`src/rtl/serclk_pkg.sv`:
```
package serclk_pkg;

    localparam int SC_CNT_W  = 8;
    localparam int SC_MODE_W = 4;

    localparam logic [SC_MODE_W-1:0] MODE_FW_LO = 4'h0;
    localparam logic [SC_MODE_W-1:0] MODE_FW_HI = 4'h1;
    localparam logic [SC_MODE_W-1:0] MODE_TW    = 4'h8;

    typedef enum logic [1:0] {
        ST_IDLE    = 2'd0,
        ST_RUN     = 2'd1,
        ST_STRETCH = 2'd2
    } sc_state_t;

    function automatic logic mode_is_tw(input logic [SC_MODE_W-1:0] m);
        return (m == MODE_TW);
    endfunction

    function automatic logic mode_is_ok(input logic [SC_MODE_W-1:0] m);
        return (m == MODE_TW) || (m == MODE_FW_LO) || (m == MODE_FW_HI);
    endfunction

    function automatic logic mode_idle_lvl(input logic [SC_MODE_W-1:0] m);
        return (m == MODE_TW) || (m == MODE_FW_HI);
    endfunction

endpackage

```
`src/rtl/serclk_halfrate.sv`:
```
module serclk_halfrate (
    input  logic clk,
    input  logic rst,
    input  logic run,
    input  logic restart,
    output logic en
);

    logic ph_q;

    always_ff @(posedge clk) begin
        if (rst || !run || restart) begin
            ph_q <= 1'b0;
        end else begin
            ph_q <= ~ph_q;
        end
    end

    assign en = ph_q & run;

    AST_EN_ALTERNATES: assert property (@(posedge clk) disable iff (rst)
        en |=> !en);

endmodule

```
`src/rtl/serclk_sanitize.sv`:
```
module serclk_sanitize #(
    parameter int CNT_W   = serclk_pkg::SC_CNT_W,
    parameter int MIN_TW  = 3
) (
    input  logic [CNT_W-1:0] raw_val,
    input  logic             is_tw,
    output logic [CNT_W-1:0] use_val,
    output logic             illegal
);

    localparam logic [CNT_W-1:0] FLOOR = CNT_W'(MIN_TW);

    always_comb begin
        illegal = is_tw && (raw_val < FLOOR);
        use_val = illegal ? FLOOR : raw_val;
    end

    always_comb begin
        AST_CLAMP_FLOOR: assert (!is_tw || (use_val >= FLOOR));
    end

endmodule

```
`src/rtl/serclk_downcnt.sv`:
```
module serclk_downcnt #(
    parameter int CNT_W = serclk_pkg::SC_CNT_W
) (
    input  logic             clk,
    input  logic             rst,
    input  logic             load,
    input  logic [CNT_W-1:0] load_val,
    input  logic             en,
    output logic             zero
);

    logic [CNT_W-1:0] cnt_q;

    always_ff @(posedge clk) begin
        if (rst) begin
            cnt_q <= '0;
        end else if (load) begin
            cnt_q <= load_val;
        end else if (en && (cnt_q != '0)) begin
            cnt_q <= cnt_q - 1'b1;
        end
    end

    assign zero = (cnt_q == '0);

    AST_NO_WRAP: assert property (@(posedge clk) disable iff (rst)
        (!load && zero) |=> zero);

endmodule

```
`src/rtl/serclk_fsm.sv`:
```
module serclk_fsm
    import serclk_pkg::*;
#(
    parameter int MODE_W = SC_MODE_W
) (
    input  logic              clk,
    input  logic              rst,
    input  logic [MODE_W-1:0] mode_sel,
    input  logic              start,
    input  logic              op_done,
    input  logic              scl_in,
    input  logic              en,
    input  logic              zero,
    input  logic              illegal,
    output logic              load,
    output logic              load_tw,
    output logic              run,
    output logic              clk_out,
    output logic              reload_pulse,
    output logic              cfg_err
);

    sc_state_t         state_q, state_d;
    logic [MODE_W-1:0] mode_q;
    logic              clk_q, pulse_q, err_q;
    logic              tog, go_hi;

    always_comb begin
        state_d = state_q;
        load    = 1'b0;
        tog     = 1'b0;
        go_hi   = 1'b0;
        unique case (state_q)
            ST_IDLE: begin
                if (start && mode_is_ok(mode_sel)) begin
                    load    = 1'b1;
                    state_d = ST_RUN;
                end
            end
            ST_RUN: begin
                if (op_done) begin
                    state_d = ST_IDLE;
                end else if (en && zero) begin
                    if (mode_is_tw(mode_q) && !clk_q) begin
                        go_hi   = 1'b1;
                        state_d = ST_STRETCH;
                    end else begin
                        tog  = 1'b1;
                        load = 1'b1;
                    end
                end
            end
            ST_STRETCH: begin
                if (op_done) begin
                    state_d = ST_IDLE;
                end else if (scl_in) begin
                    load    = 1'b1;
                    state_d = ST_RUN;
                end
            end
            default: state_d = ST_IDLE;
        endcase
    end

    assign load_tw = (state_q == ST_IDLE) ? mode_is_tw(mode_sel) : mode_is_tw(mode_q);
    assign run     = (state_q == ST_RUN);

    always_ff @(posedge clk) begin
        if (rst) begin
            state_q <= ST_IDLE;
        end else begin
            state_q <= state_d;
        end
    end

    always_ff @(posedge clk) begin
        if (rst) begin
            clk_q   <= mode_idle_lvl(mode_sel);
            pulse_q <= 1'b0;
            err_q   <= 1'b0;
            mode_q  <= mode_sel;
        end else begin
            pulse_q <= load;
            if (tog) begin
                clk_q <= ~clk_q;
            end else if (go_hi) begin
                clk_q <= 1'b1;
            end
            if (load && illegal) begin
                err_q <= 1'b1;
            end
            if ((state_q == ST_IDLE) && load) begin
                mode_q <= mode_sel;
            end
        end
    end

    assign clk_out      = clk_q;
    assign reload_pulse = pulse_q;
    assign cfg_err      = err_q;

    AST_IDLE_HOLDS_CLK: assert property (@(posedge clk) disable iff (rst)
        (state_q == ST_IDLE) |=> $stable(clk_out));
    AST_STRETCH_HIGH: assert property (@(posedge clk) disable iff (rst)
        (state_q == ST_STRETCH) |-> clk_out);
    AST_PULSE_SINGLE: assert property (@(posedge clk) disable iff (rst)
        reload_pulse |=> !reload_pulse);
    AST_ERR_STICKY: assert property (@(posedge clk) disable iff (rst)
        cfg_err |=> cfg_err);

endmodule

```
`src/rtl/serclk_gen.sv`:
```
module serclk_gen
    import serclk_pkg::*;
#(
    parameter int CNT_W  = SC_CNT_W,
    parameter int MODE_W = SC_MODE_W,
    parameter int MIN_TW = 3
) (
    input  logic              clk,
    input  logic              rst,
    input  logic [MODE_W-1:0] mode_sel,
    input  logic [CNT_W-1:0]  reload_val,
    input  logic              start,
    input  logic              op_done,
    input  logic              scl_in,
    output logic              clk_out,
    output logic              reload_pulse,
    output logic              cfg_err
);

    logic             load, load_tw, run, en, zero, illegal;
    logic [CNT_W-1:0] use_val;

    serclk_sanitize #(.CNT_W(CNT_W), .MIN_TW(MIN_TW)) u_san (
        .raw_val (reload_val),
        .is_tw   (load_tw),
        .use_val (use_val),
        .illegal (illegal)
    );

    serclk_halfrate u_half (
        .clk     (clk),
        .rst     (rst),
        .run     (run),
        .restart (load),
        .en      (en)
    );

    serclk_downcnt #(.CNT_W(CNT_W)) u_cnt (
        .clk      (clk),
        .rst      (rst),
        .load     (load),
        .load_val (use_val),
        .en       (en),
        .zero     (zero)
    );

    serclk_fsm #(.MODE_W(MODE_W)) u_fsm (
        .clk          (clk),
        .rst          (rst),
        .mode_sel     (mode_sel),
        .start        (start),
        .op_done      (op_done),
        .scl_in       (scl_in),
        .en           (en),
        .zero         (zero),
        .illegal      (illegal),
        .load         (load),
        .load_tw      (load_tw),
        .run          (run),
        .clk_out      (clk_out),
        .reload_pulse (reload_pulse),
        .cfg_err      (cfg_err)
    );

endmodule

```
`config.mk`:
```
export PLATFORM = sky130hd
export DESIGN_NAME = serclk_gen
export DESIGN_NICKNAME = d
export VERILOG_FILES = /design/src/rtl/serclk_pkg.sv /design/src/rtl/serclk_halfrate.sv /design/src/rtl/serclk_sanitize.sv /design/src/rtl/serclk_downcnt.sv /design/src/rtl/serclk_fsm.sv /design/src/rtl/serclk_gen.sv
export SDC_FILE = /design/constraint.sdc
export NUM_CORES = 1
export LEC_CHECK = 0
export BUFFER_PORTS_ARGS = -buffer_cell sky130_fd_sc_hd__buf_2
export CORE_ASPECT_RATIO = 0.6
export CORE_MARGIN = 2
export CORE_UTILIZATION = 48
export DETAILED_ROUTE_END_ITERATION = 10
export PLACE_DENSITY = 0.73
export SETUP_SLACK_MARGIN = 0.3
export SLEW_MARGIN = 10
export SYNTH_ARGS = -nofsm -noshare
export SYNTH_HDL_FRONTEND = slang
export SYNTH_SLANG_ARGS = --single-unit
```
`constraint.sdc`:
```
create_clock -name clk -period 1.74 [get_ports clk]
set_input_delay 0.348 -clock clk [delete_from_list [all_inputs] [get_ports clk]]
set_output_delay 0.348 -clock clk [all_outputs]
set_load 0.03 [all_outputs]
```
Word-level counts from Yosys, hierarchy flattened

Cells that the tools add are included.

Register bits: 18
Input port bits: 17
Output and inout bits: 3
Logic and storage cells: 71

$add $sub $neg: 1
$lt $le $gt $ge: 1
Equal/unequal tests: 9
Muxes and demuxes: 28
Bitwise logic cells: 3
Reduce and logical (&&, ||, !) cells: 22

Operators by type and width:

| operator                                                              | number |
|---|---|
| 8-bit 2-to-1 mux                                                      | 3 |
| 1-bit 2-to-1 mux                                                      | 15 |
| 2-bit 2-to-1 mux                                                      | 6 |
| 4-bit == test (second input constant)                                 | 2 |
| 8-bit zero test                                                       | 1 |
| 8-bit by 2-bit < comparator with 1-bit output (second input constant) | 1 |
| 4-bit 2-to-1 mux                                                      | 2 |
| 8-bit nonzero test                                                    | 1 |
| 8-bit by 1-bit subtractor with 8-bit output (second input constant)   | 1 |
| 1-bit logical AND                                                     | 7 |
| 3-bit by 2-bit != test with 1-bit output (second input constant)      | 2 |
| 2-bit one-hot mux with 3 select lines                                 | 1 |
| 1-bit logical OR                                                      | 5 |
| 4-bit by 1-bit == test with 1-bit output (second input constant)      | 1 |
| 4-bit zero test                                                       | 1 |
| 4-bit AND reduction                                                   | 1 |
| 2-bit nonzero test                                                    | 2 |
| 3-bit != test (second input constant)                                 | 1 |
| 1-bit one-hot mux with 3 select lines                                 | 1 |
| 3-bit nonzero test                                                    | 1 |
| 2-bit by 1-bit == test with 1-bit output (second input constant)      | 1 |
| 2-bit == test (second input constant)                                 | 1 |
| 1-bit zero test                                                       | 2 |
| 2-bit zero test                                                       | 1 |
| 3 further kinds                                                       | 4 |

Longest topological paths before layout

Gate-level depths: netlist of run 1.

Depth in word-level cells: 9
Depth in mapped cells: 6
Mapped depth without buffers: 6

By module

From an unflattened synthesis of run 1, not the netlist that was laid out.

Cells, all modules: 116
Area, all modules: 1084.8 um2

By module, submodules not included:

| module          | times used | cells each | area each (um2) | seq. area each (um2) |
|---|---|---|---|---|
| serclk_downcnt  | 1          | 59         | 515.5           | 160.2 |
| serclk_fsm      | 1          | 43         | 451.7           | 230.2 |
| serclk_sanitize | 1          | 11         | 76.3            | 0.0 |
| serclk_halfrate | 1          | 3          | 41.3            | 20.0 |

Worst setup path before layout of run 1

Ideal clock, no wire load.

Kind: register to register
Start point: register u_cnt.cnt_q[0]
End point: register u_cnt.cnt_q[1]
Setup time: 0.079 ns
Arrival time: 1.605 ns
Required time: 1.661 ns
Slack: 0.056 ns
Cell stages (with the launch flop): 7
Path buffers: 0
Clock period less this slack: 1.684 ns
Cell sequence: dfxtp_1 inv_1 ha_1 nor3b_1 a211oi_2 mux2_1 a211oi_2

Cells in the longest elaborated chain, start to end: 6
Elaborated cells on any way between the ends: 11
Classes of those cells: 1 x add/sub; 5 x mux; 5 x reduce/logical

RTL lines:

| item                                                   | line                 | RTL |
|---|---|---|
| from (decl)                                            | serclk_downcnt.sv:12 | `logic [CNT_W-1:0] cnt_q;` |
| from (signal assigned)                                 | serclk_downcnt.sv:18 | `cnt_q <= load_val;` |
| from (signal assigned)                                 | serclk_downcnt.sv:20 | `cnt_q <= cnt_q - 1'b1;` |
| 8-bit zero test                                        | serclk_downcnt.sv:24 | `assign zero = (cnt_q == '0);` |
| 1-bit logical AND                                      | serclk_fsm.sv:43     | `end else if (en && zero) begin` |
| 1-bit 2-to-1 mux                                       | serclk_fsm.sv:43     |  |
| 1-bit 2-to-1 mux                                       | serclk_fsm.sv:41     | `if (op_done) begin` |
| 1-bit one-hot mux with 3 select lines                  | serclk_fsm.sv:33     | `unique case (state_q)` |
| 8-bit 2-to-1 mux or 2-bit nonzero test (tied branches) | --                   |  |

Several ways; a longest one is shown, not always the timed one. The select of a mux whose other input is x is not followed.
A chain may end at the register's enable or synchronous reset.

Worst setup path after layout of run 1

Start point: register u_fsm.mode_q[2]
End point: register u_cnt.cnt_q[2]

Cells in the longest elaborated chain, start to end: 7
Elaborated cells on any way between the ends: 11
Classes of those cells: 1 x eq/ne; 7 x mux; 3 x reduce/logical

RTL lines:

| item                                                   | line             | RTL |
|---|---|---|
| from (decl)                                            | serclk_fsm.sv:24 | `logic [MODE_W-1:0] mode_q;` |
| from (signal assigned)                                 | serclk_fsm.sv:81 | `mode_q <= mode_sel;` |
| from (signal assigned)                                 | serclk_fsm.sv:93 | `mode_q <= mode_sel;` |
| 4-bit == test *                                        | serclk_pkg.sv:17 | `return (m == MODE_TW);` |
| 1-bit logical AND                                      | serclk_fsm.sv:44 | `if (mode_is_tw(mode_q) && !clk_q) begin` |
| 1-bit 2-to-1 mux                                       | serclk_fsm.sv:44 |  |
| 1-bit 2-to-1 mux                                       | serclk_fsm.sv:43 |  |
| 1-bit 2-to-1 mux                                       | serclk_fsm.sv:41 |  |
| 1-bit one-hot mux with 3 select lines                  | serclk_fsm.sv:33 |  |
| 8-bit 2-to-1 mux or 2-bit nonzero test (tied branches) | --               |  |

Every way passes the cells marked *; elsewhere a longest branch is shown, timed or not.

==> results of run 1 <==
## worst max path at each step
stage	cells past startpoint	slack (ps)	end
after detailed placement	6	-60	u_cnt.cnt_q[4]$_SDFFE_PP0P_
after global placement	6	-50	u_cnt.cnt_q[4]$_SDFFE_PP0P_
after floorplan	4	160	u_cnt.cnt_q[2]$_SDFFE_PP0P_
final	4	-30	u_cnt.cnt_q[2]$_SDFFE_PP0P_
after CTS	4	30	u_cnt.cnt_q[2]$_SDFFE_PP0P_
after global routing	4	-70	u_cnt.cnt_q[2]$_SDFFE_PP0P_
## registers in the layout, indices dropped and copies added (netlist names)
| register | flops |
|---|---|
| u_cnt.cnt_q | 8 |
| u_fsm.cfg_err | 1 |
| u_fsm.clk_out | 1 |
| u_fsm.mode_q | 4 |
| u_fsm.reload_pulse | 1 |
| u_fsm.state_q | 2 |
| u_half.ph_q | 1 |
## cell usage in the layout, fill, tap and decap left out, types with 2 or more instances in the layout
master,netlist,routed
a211o_1,2,2
a211oi_1,4,4
a211oi_2,2,2
a21oi_1,7,4
a21oi_2,0,3
a221oi_2,0,2
a31oi_1,3,3
buf_2,0,19
buf_4,0,15
clkbuf_8,0,3
dfxtp_1,13,10
dfxtp_2,0,3
edfxtp_1,5,5
inv_1,7,7
nand2_1,3,2
nand3_1,4,3
nand4b_1,2,2
nor2_1,7,6
nor3_1,2,2
nor4_4,1,2
o21ai_1,0,2
or3_1,2,2
xnor2_1,3,3
xor2_1,2,2
## where the power goes
| group | leakage, nW | total [mW] | switching [mW] | internal [mW] |
|---|---|---|---|---|
| registers | 0.156 | 0.469 | 0.0194 | 0.450 |
| clock network | 0.0231 | 0.301 | 0.144 | 0.157 |
| logic | 0.342 | 0.208 | 0.109 | 0.0983 |
| total | 0.521 | 0.978 | 0.273 | 0.706 |
## repair_timing
action,4_1_cts,5_1_grt
buffers inserted,7,0
endpoints found under the setup margin,18,19
hold endpoints to repair,0,0
gates resized for setup,15,10
hold buffers,0,0
pin swaps,11,5
## critical path: stages (launching register included)
cell and delay (ps):
edfxtp_1 370, or4b_4 580, o2111a_2 320, nor2_4 220
a311oi_2 140
## through the flow
| step | instance area, um2 | instances | TNS, ps | utilization | total power [mW] |
|---|---|---|---|---|---|
| final | 1510 | 172 | -29.7 | 0.706 | 0.978 |
| after floorplan | 1110 | 104 | 0 | - | 0.563 |
| after CTS | 1460 | 172 | 0 | 0.686 | 0.962 |
| after global routing | 1510 | 172 | -296 | 0.706 | 1.02 |
| after detailed placement | 1310 | 161 | -153 | 0.614 | 0.631 |
| after global placement | 1310 | 161 | -78.8 | 0.614 | 0.624 |
## routing by layer
metal / up-vias / wire length, um / part of all wire
met1: 481 / 1560 / 0.52
met3: 2 / 163 / 0.054
met2: 41 / 1270 / 0.42
li1: 492 / - / -
met4: 0 / 13 / 0.0043
met5: - / 0 / 0
## logic make-up (layout without fill, tap and decap cells)
kind of cell	after synthesis	after routing	share of synthesized area
AO/OA/AOI/OAI	36	36	0.284
AND/OR/NAND/NOR	34	34	0.225
flip-flops	18	18	0.387
buffers and inverters	8	46	0.0283
XOR/XNOR	5	5	0.0413
adder cells (fa/ha/maj)	2	2	0.0236
multiplexers	1	1	0.0106
## final cells by class
class,count,share of cell area
sequential,18,0.275
inverter,7,0.0175
clock inverter,1,0.00249
timing repair buffer,35,0.145
clock buffer,3,0.0274
tap,30,0.0249
multi-input combinational,78,0.507
==> key figures, run 1 <==
Run status
  – Status: finished, violations left
  – Failing checks: negative setup slack

Synthesis
  – Post-synth top area cell: dfxtp_1
  – Mapped cell area: 1060 um2
  – Cells after synthesis: 104
  – Net count after synthesis: 123
  – Number of synthesis warnings: 0
  – Ys async rst share: 0
  – Register area share after synthesis: 0.387
  – List of most frequent post-synthesis cells: dfxtp_1 (13), a21oi_1 (7), inv_1 (7), nor2_1 (7), edfxtp_1 (5)
  – Top cell type's share of synthesized area: 0.245
  – Post-synthesis register bit count: 18
  – EDFF count, synth: 5
  – Avg Inst Size Synth: 10.2 um2
  – Count leader, synth: dfxtp_1
  – Cell variety after synth: 45
  – Synth top area cells: dfxtp_1 (25%), edfxtp_1 (14%), a21oi_1 (3.3%)
  – Top_reg_cell synth: dfxtp_1

Min path
  – Worst min path class: in2reg
  – Hold worst-path end: u_fsm.mode_q[1]$_DFFE_PP_
  – Worst hold path stage count: 1
  – HP Start: mode_sel[1]

Setup path
  – R2r setup slk: -30 ps
  – Crit end category: flop
  – Worst R2R Path Depth: 4
  – Critical Path Fanout Max: 7
  – Worst reg2reg endpoint: u_cnt.cnt_q[2]$_SDFFE_PP0P_
  – Critical path class: reg2reg
  – CP arrival: 1890 ps
  – Startpoint Class: flop
  – Critical path data required time: 1860 ps
  – Worst r2r src: u_fsm.mode_q[2]$_DFFE_PP_
  – Critical path origin: u_fsm.mode_q[2]$_DFFE_PP_

Route
  – Number of remaining DRC errors: 0
  – Via count: 1016
  – Detailed Route WL: 3010 um
  – DR iter-0 viols: 56
  – TritonRoute pass-1 iters: 4
  – Final ANT Viol Nets: 0
  – Vias/cell: 5.91
  – Wire per inst: 17.5 um

Floorplan
  – Chip Width: 64.7 um
  – Starting Density: 0.498
  – I/O pin count: 20
  – Total die area: 2610 um2
  – Placeable Area: 2130 um2
  – Row cnt: 13
  – Die H: 40.4 um

Timing
  – Tcrit/Tclk final: 1.02
  – Setup Viol. Count Final: 1
  – Max frequency: 565 MHz
  – Min Hold Slack: 326 ps
  – Worst Tran Pin Value: 412 ps
  – Clk_skew: 3.27 ps
  – RSZ-0062 raised after global routing: yes
  – Min setup slack post-route: -29.7 ps
  – Tmin final: 1770 ps
  – Worst rel slew slack: 0.725
  – Final Hold Vio Count: 0
  – Max Slew Vio Count: 0

Global routing
  – Met2 usage: 0.385
  – Largest net degree at the start of global routing: 15
  – M3 GR Usage: 0.0674
  – Aggregate global routing overflow: 0
  – Global-route wire length before repair: 4530 um
  – Initial antenna violation count: 0
  – Number of global-route vias before repair: 927
  – GR peak layer: met2
  – Gr usage total: 0.245
  – GRT met1 Usage: 0.347

Cells and area
  – Area Growth Syn to Fin: 41.9%
  – Footprint of the multi-input gates: 763 um2
  – # nets final: 162
  – Fraction of layout cells with a size suffix above 1: 0.507
  – Register Area: 414 um2
  – Ant. Diodes: 0
  – FILL cells: 141

Placement
  – Dpl hpwl: 2110 um
  – Setup WS pre-CTS: -61.6 ps
  – I/O Buffers: 19
  – Routability Congestion: 0.838

Clock network
  – Clock-pin slew on the worst setup and hold paths: 70 ps
  – Total CTS buffers: 3
  – CTS tree: built
  – Worst-Skew Late Latency: 260 ps
  – Root Driver: clkbuf_8
  – Clock Path Buffers: 2
  – Max H-tree Level: 1
  – CTS sink count: 18

Power
  – Power Density: 650 nW/um2
  – Pleak: 0.521 nW
  – Max VDD drop: 0.587 mV

Flow run
  – Max-cap viol count: 0
(Power assumes the default switching activity.)
==> run 2, diff against run 1 <==
- BUFFER_PORTS_ARGS: -buffer_cell sky130_fd_sc_hd__buf_2 -> -buffer_cell sky130_fd_sc_hd__buf_4
- MAX_ROUTING_LAYER: unset -> met4
- RECOVER_POWER: unset -> 50
==> key figures, run 2 (synthesis gave the netlist of run 1 again) <==
Global routing
  – Initial antenna violation count: 0 (unchanged)
  – Gr usage total: 0.280 (+0.0353)
  – Global-route wire length before repair: 5010 um (+11%)
  – Met2 usage: 0.438 (+0.0521)
  – Largest net degree at the start of global routing: 15 (unchanged)
  – M3 GR Usage: 0.0815 (+0.0140)
  – Aggregate global routing overflow: 0 (unchanged)
  – Number of global-route vias before repair: 1003 (+8.2%)
  – GR peak layer: met2
  – GRT met1 Usage: 0.366 (+0.0192)

Floorplan
  – Placeable Area: 2130 um2 (unchanged)
  – Total die area: 2610 um2 (unchanged)
  – Die H: 40.4 um (unchanged)
  – Row cnt: 13 (unchanged)
  – Chip Width: 64.7 um (unchanged)
  – Starting Density: 0.498 (unchanged)
  – I/O pin count: 20 (unchanged)

Clock network
  – Clock-pin slew on the worst setup and hold paths: 80 ps (about the same)
  – Post-CTS Hold Buffers: 0 (unchanged)
  – Worst-Skew Late Latency: 270 ps (about the same)
  – CTS tree: built
  – Root Driver: clkbuf_8
  – CTS sink count: 18 (unchanged)
  – Total CTS buffers: 3 (unchanged)
  – Clock Path Buffers: 2 (unchanged)
  – Max H-tree Level: 1 (unchanged)

Setup path
  – Worst R2R Path Depth: 4 (unchanged)
  – Startpoint Class: flop
  – Critical path class: reg2reg
  – CP arrival: 1880 ps (about the same)
  – R2r setup slk: 6 ps (+40 ps)
  – Crit end category: flop
  – Worst reg2reg endpoint: u_cnt.cnt_q[2]$_SDFFE_PP0P_
  – Critical path data required time: 1880 ps (+20 ps)
  – Worst r2r src: u_fsm.mode_q[1]$_DFFE_PP_
  – Critical Path Fanout Max: 7 (unchanged)

Cells and area
  – Commonest non-fill, non-tap cell in the layout: buf_4
  – Finished Core Util: 0.730 (+0.0235)
  – Ant. Diodes: 0 (unchanged)
  – Largest register FFs: 8 (unchanged)
  – Regs by FF count: u_cnt.cnt_q: 8 flops, u_fsm.mode_q: 4 flops, u_fsm.state_q: 2 flops
  – Fraction of layout cells with a size suffix above 1: 0.483 (-0.0245)
  – Area Growth Syn to Fin: 46.6%
  – # nets final: 163 (+0.62%)
  – Top reg by flops: u_cnt.cnt_q
  – Post-Layout Cell Count: 173 (+0.58%)
  – Most frequent cells in the layout: buf_4 (27), dfxtp_1 (9), nor2_1 (7), clkbuf_1 (7), inv_1 (6)
  – Final Instance Area: 1560 um2 (+3.3%)

Timing
  – Total Negative Setup Slacks: 0 ps (+29.7 ps)
  – Tcrit/Tclk final: 0.997 (-0.0203)
  – RSZ-0062 raised after global routing: yes
  – Clk_skew: 10.9 ps (+7.60 ps)
  – Worst Tran Pin Value: 407 ps (-5.39 ps)
  – Final Hold Vio Count: 0 (unchanged)
  – Max frequency: 577 MHz (+2.0%)
  – Max Slew Vio Count: 0 (unchanged)
  – Setup Viol. Count Final: 0 (-1)
  – Worst rel slew slack: 0.728 (+0.00344)
  – Tmin final: 1730 ps (-35.3 ps)

Placement
  – Routability Congestion: 0.856 (+2.2%)
  – Placed cell count: 162 (+0.62%)
  – I/O Buffers: 19 (unchanged)
  – Post-DP Area: 1360 um2 (+4.2%)
  – Dpl hpwl: 2170 um (+3.2%)

Power
  – Pleak: 0.524 nW (+0.60%)
  – Int Pwr: 0.758 mW (+7.4%)
  – Net load switching power: 0.298 mW (+9.2%)
  – Max VDD drop: 0.472 mV (-20%)
  – Combinational power share: 0.210 (-0.002)
  – Total power: 1.06 mW (+7.9%)
  – Sw frac: 0.282 (+0.00348)
  – Power Density: 679 nW/um2 (+4.4%)
  – Flop pwr share: 0.445 (-0.035)
  – Clock power share: 0.345 (+0.037)

Min path
  – Worst min path class: in2reg
  – Worst hold path stage count: 2 (+1)
  – HP Start: op_done
  – Hold worst-path end: u_fsm.state_q[1]$_SDFFE_PP0P_

Route
  – Final ANT Viol Nets: 0 (unchanged)
  – DR iter-0 viols: 94 (+68%)
  – Number of remaining DRC errors: 0 (unchanged)
  – Detailed Route WL: 3270 um (+8.7%)
  – Via count: 1050 (+3.3%)
  – Vias/cell: 6.07 (+2.7%)
  – Wire per inst: 18.9 um (+8.1%)
  – TritonRoute pass-1 iters: 4 (unchanged)

Run status
  – Status: complete, no violations

Flow run
  – Max-cap viol count: 0 (unchanged)
==> run 2: cell count changes in the layout (fill, tap and decap cells not counted), moves of 2 or more <==
| cell | change |
|---|---|
| buf_2 | -19 |
| buf_4 | +12 |
| clkbuf_1 | +7 |
| o21ai_1 | -2 |
==> run 2: metal layers <==
| metal | vias up | wire length, um |
|---|---|---|
| met3 | 6 | 303 |
| met2 | 58 | 1400 |
| met1 | 495 | 1530 |
| li1 | 491 | - |
| met5 | - | 0 |
| met4 | 0 | 40 |
==> run 2: critical path, stage by stage (launching register included) <==
cell and delay, ps:
edfxtp_1 380, or4b_4 570, o2111a_2 320, nor2_4 210, a311oi_2 130
==> run 2: how the worst max path moves through the flow <==
stage	start	depth (start not counted)	slack, ps	endpoint
global placement	u_cnt.cnt_q[1]$_SDFFE_PP0P_	6	-80	u_cnt.cnt_q[4]$_SDFFE_PP0P_
finish	u_fsm.mode_q[1]$_DFFE_PP_	4	6	u_cnt.cnt_q[2]$_SDFFE_PP0P_
floorplan	u_fsm.mode_q[1]$_DFFE_PP_	4	160	u_cnt.cnt_q[2]$_SDFFE_PP0P_
detailed placement	u_cnt.cnt_q[1]$_SDFFE_PP0P_	6	-170	u_cnt.cnt_q[4]$_SDFFE_PP0P_
CTS	u_fsm.mode_q[1]$_DFFE_PP_	4	30	u_cnt.cnt_q[2]$_SDFFE_PP0P_
global route	u_fsm.mode_q[0]$_DFFE_PP_	4	-60	u_cnt.cnt_q[3]$_SDFFE_PP0P_
==> run 2: what timing repair did <==
item | CTS | global route
pin swaps | 14 | 7
gates resized for setup | 20 | 10
buffers inserted | 5 | 2
setup endpoints to repair | 18 | 18
==> run 2: final cells by class <==
type                            count  area [um2]
Multi-Input combinational cell     78         769
Fill cell                         153         576
Sequential cell                    18         415
Timing Repair Buffer               36         251
Clock buffer                        4        55.1
Tap cell                           30        37.5
Inverter                            7        26.3
==> run 2: power groups by stage <==
stage / combinational, mW / clock (mW) / sequential (mW)
after floorplan: 0.0847 / 0 / 0.478
after global placement: 0.163 / 0 / 0.476
after detailed placement: 0.167 / 0 / 0.477
after CTS: 0.203 / 0.365 / 0.468
after global routing: 0.235 / 0.384 / 0.473
final: 0.222 / 0.364 / 0.470
==> run 2: through the flow <==
step                setup slack (ps)  hold WS (ps)
CTS                             30.6           291
floorplan                        159           413
global route                   -60.0           302
finish                          5.54           295
detailed placement              -175           439
global placement               -81.7           437
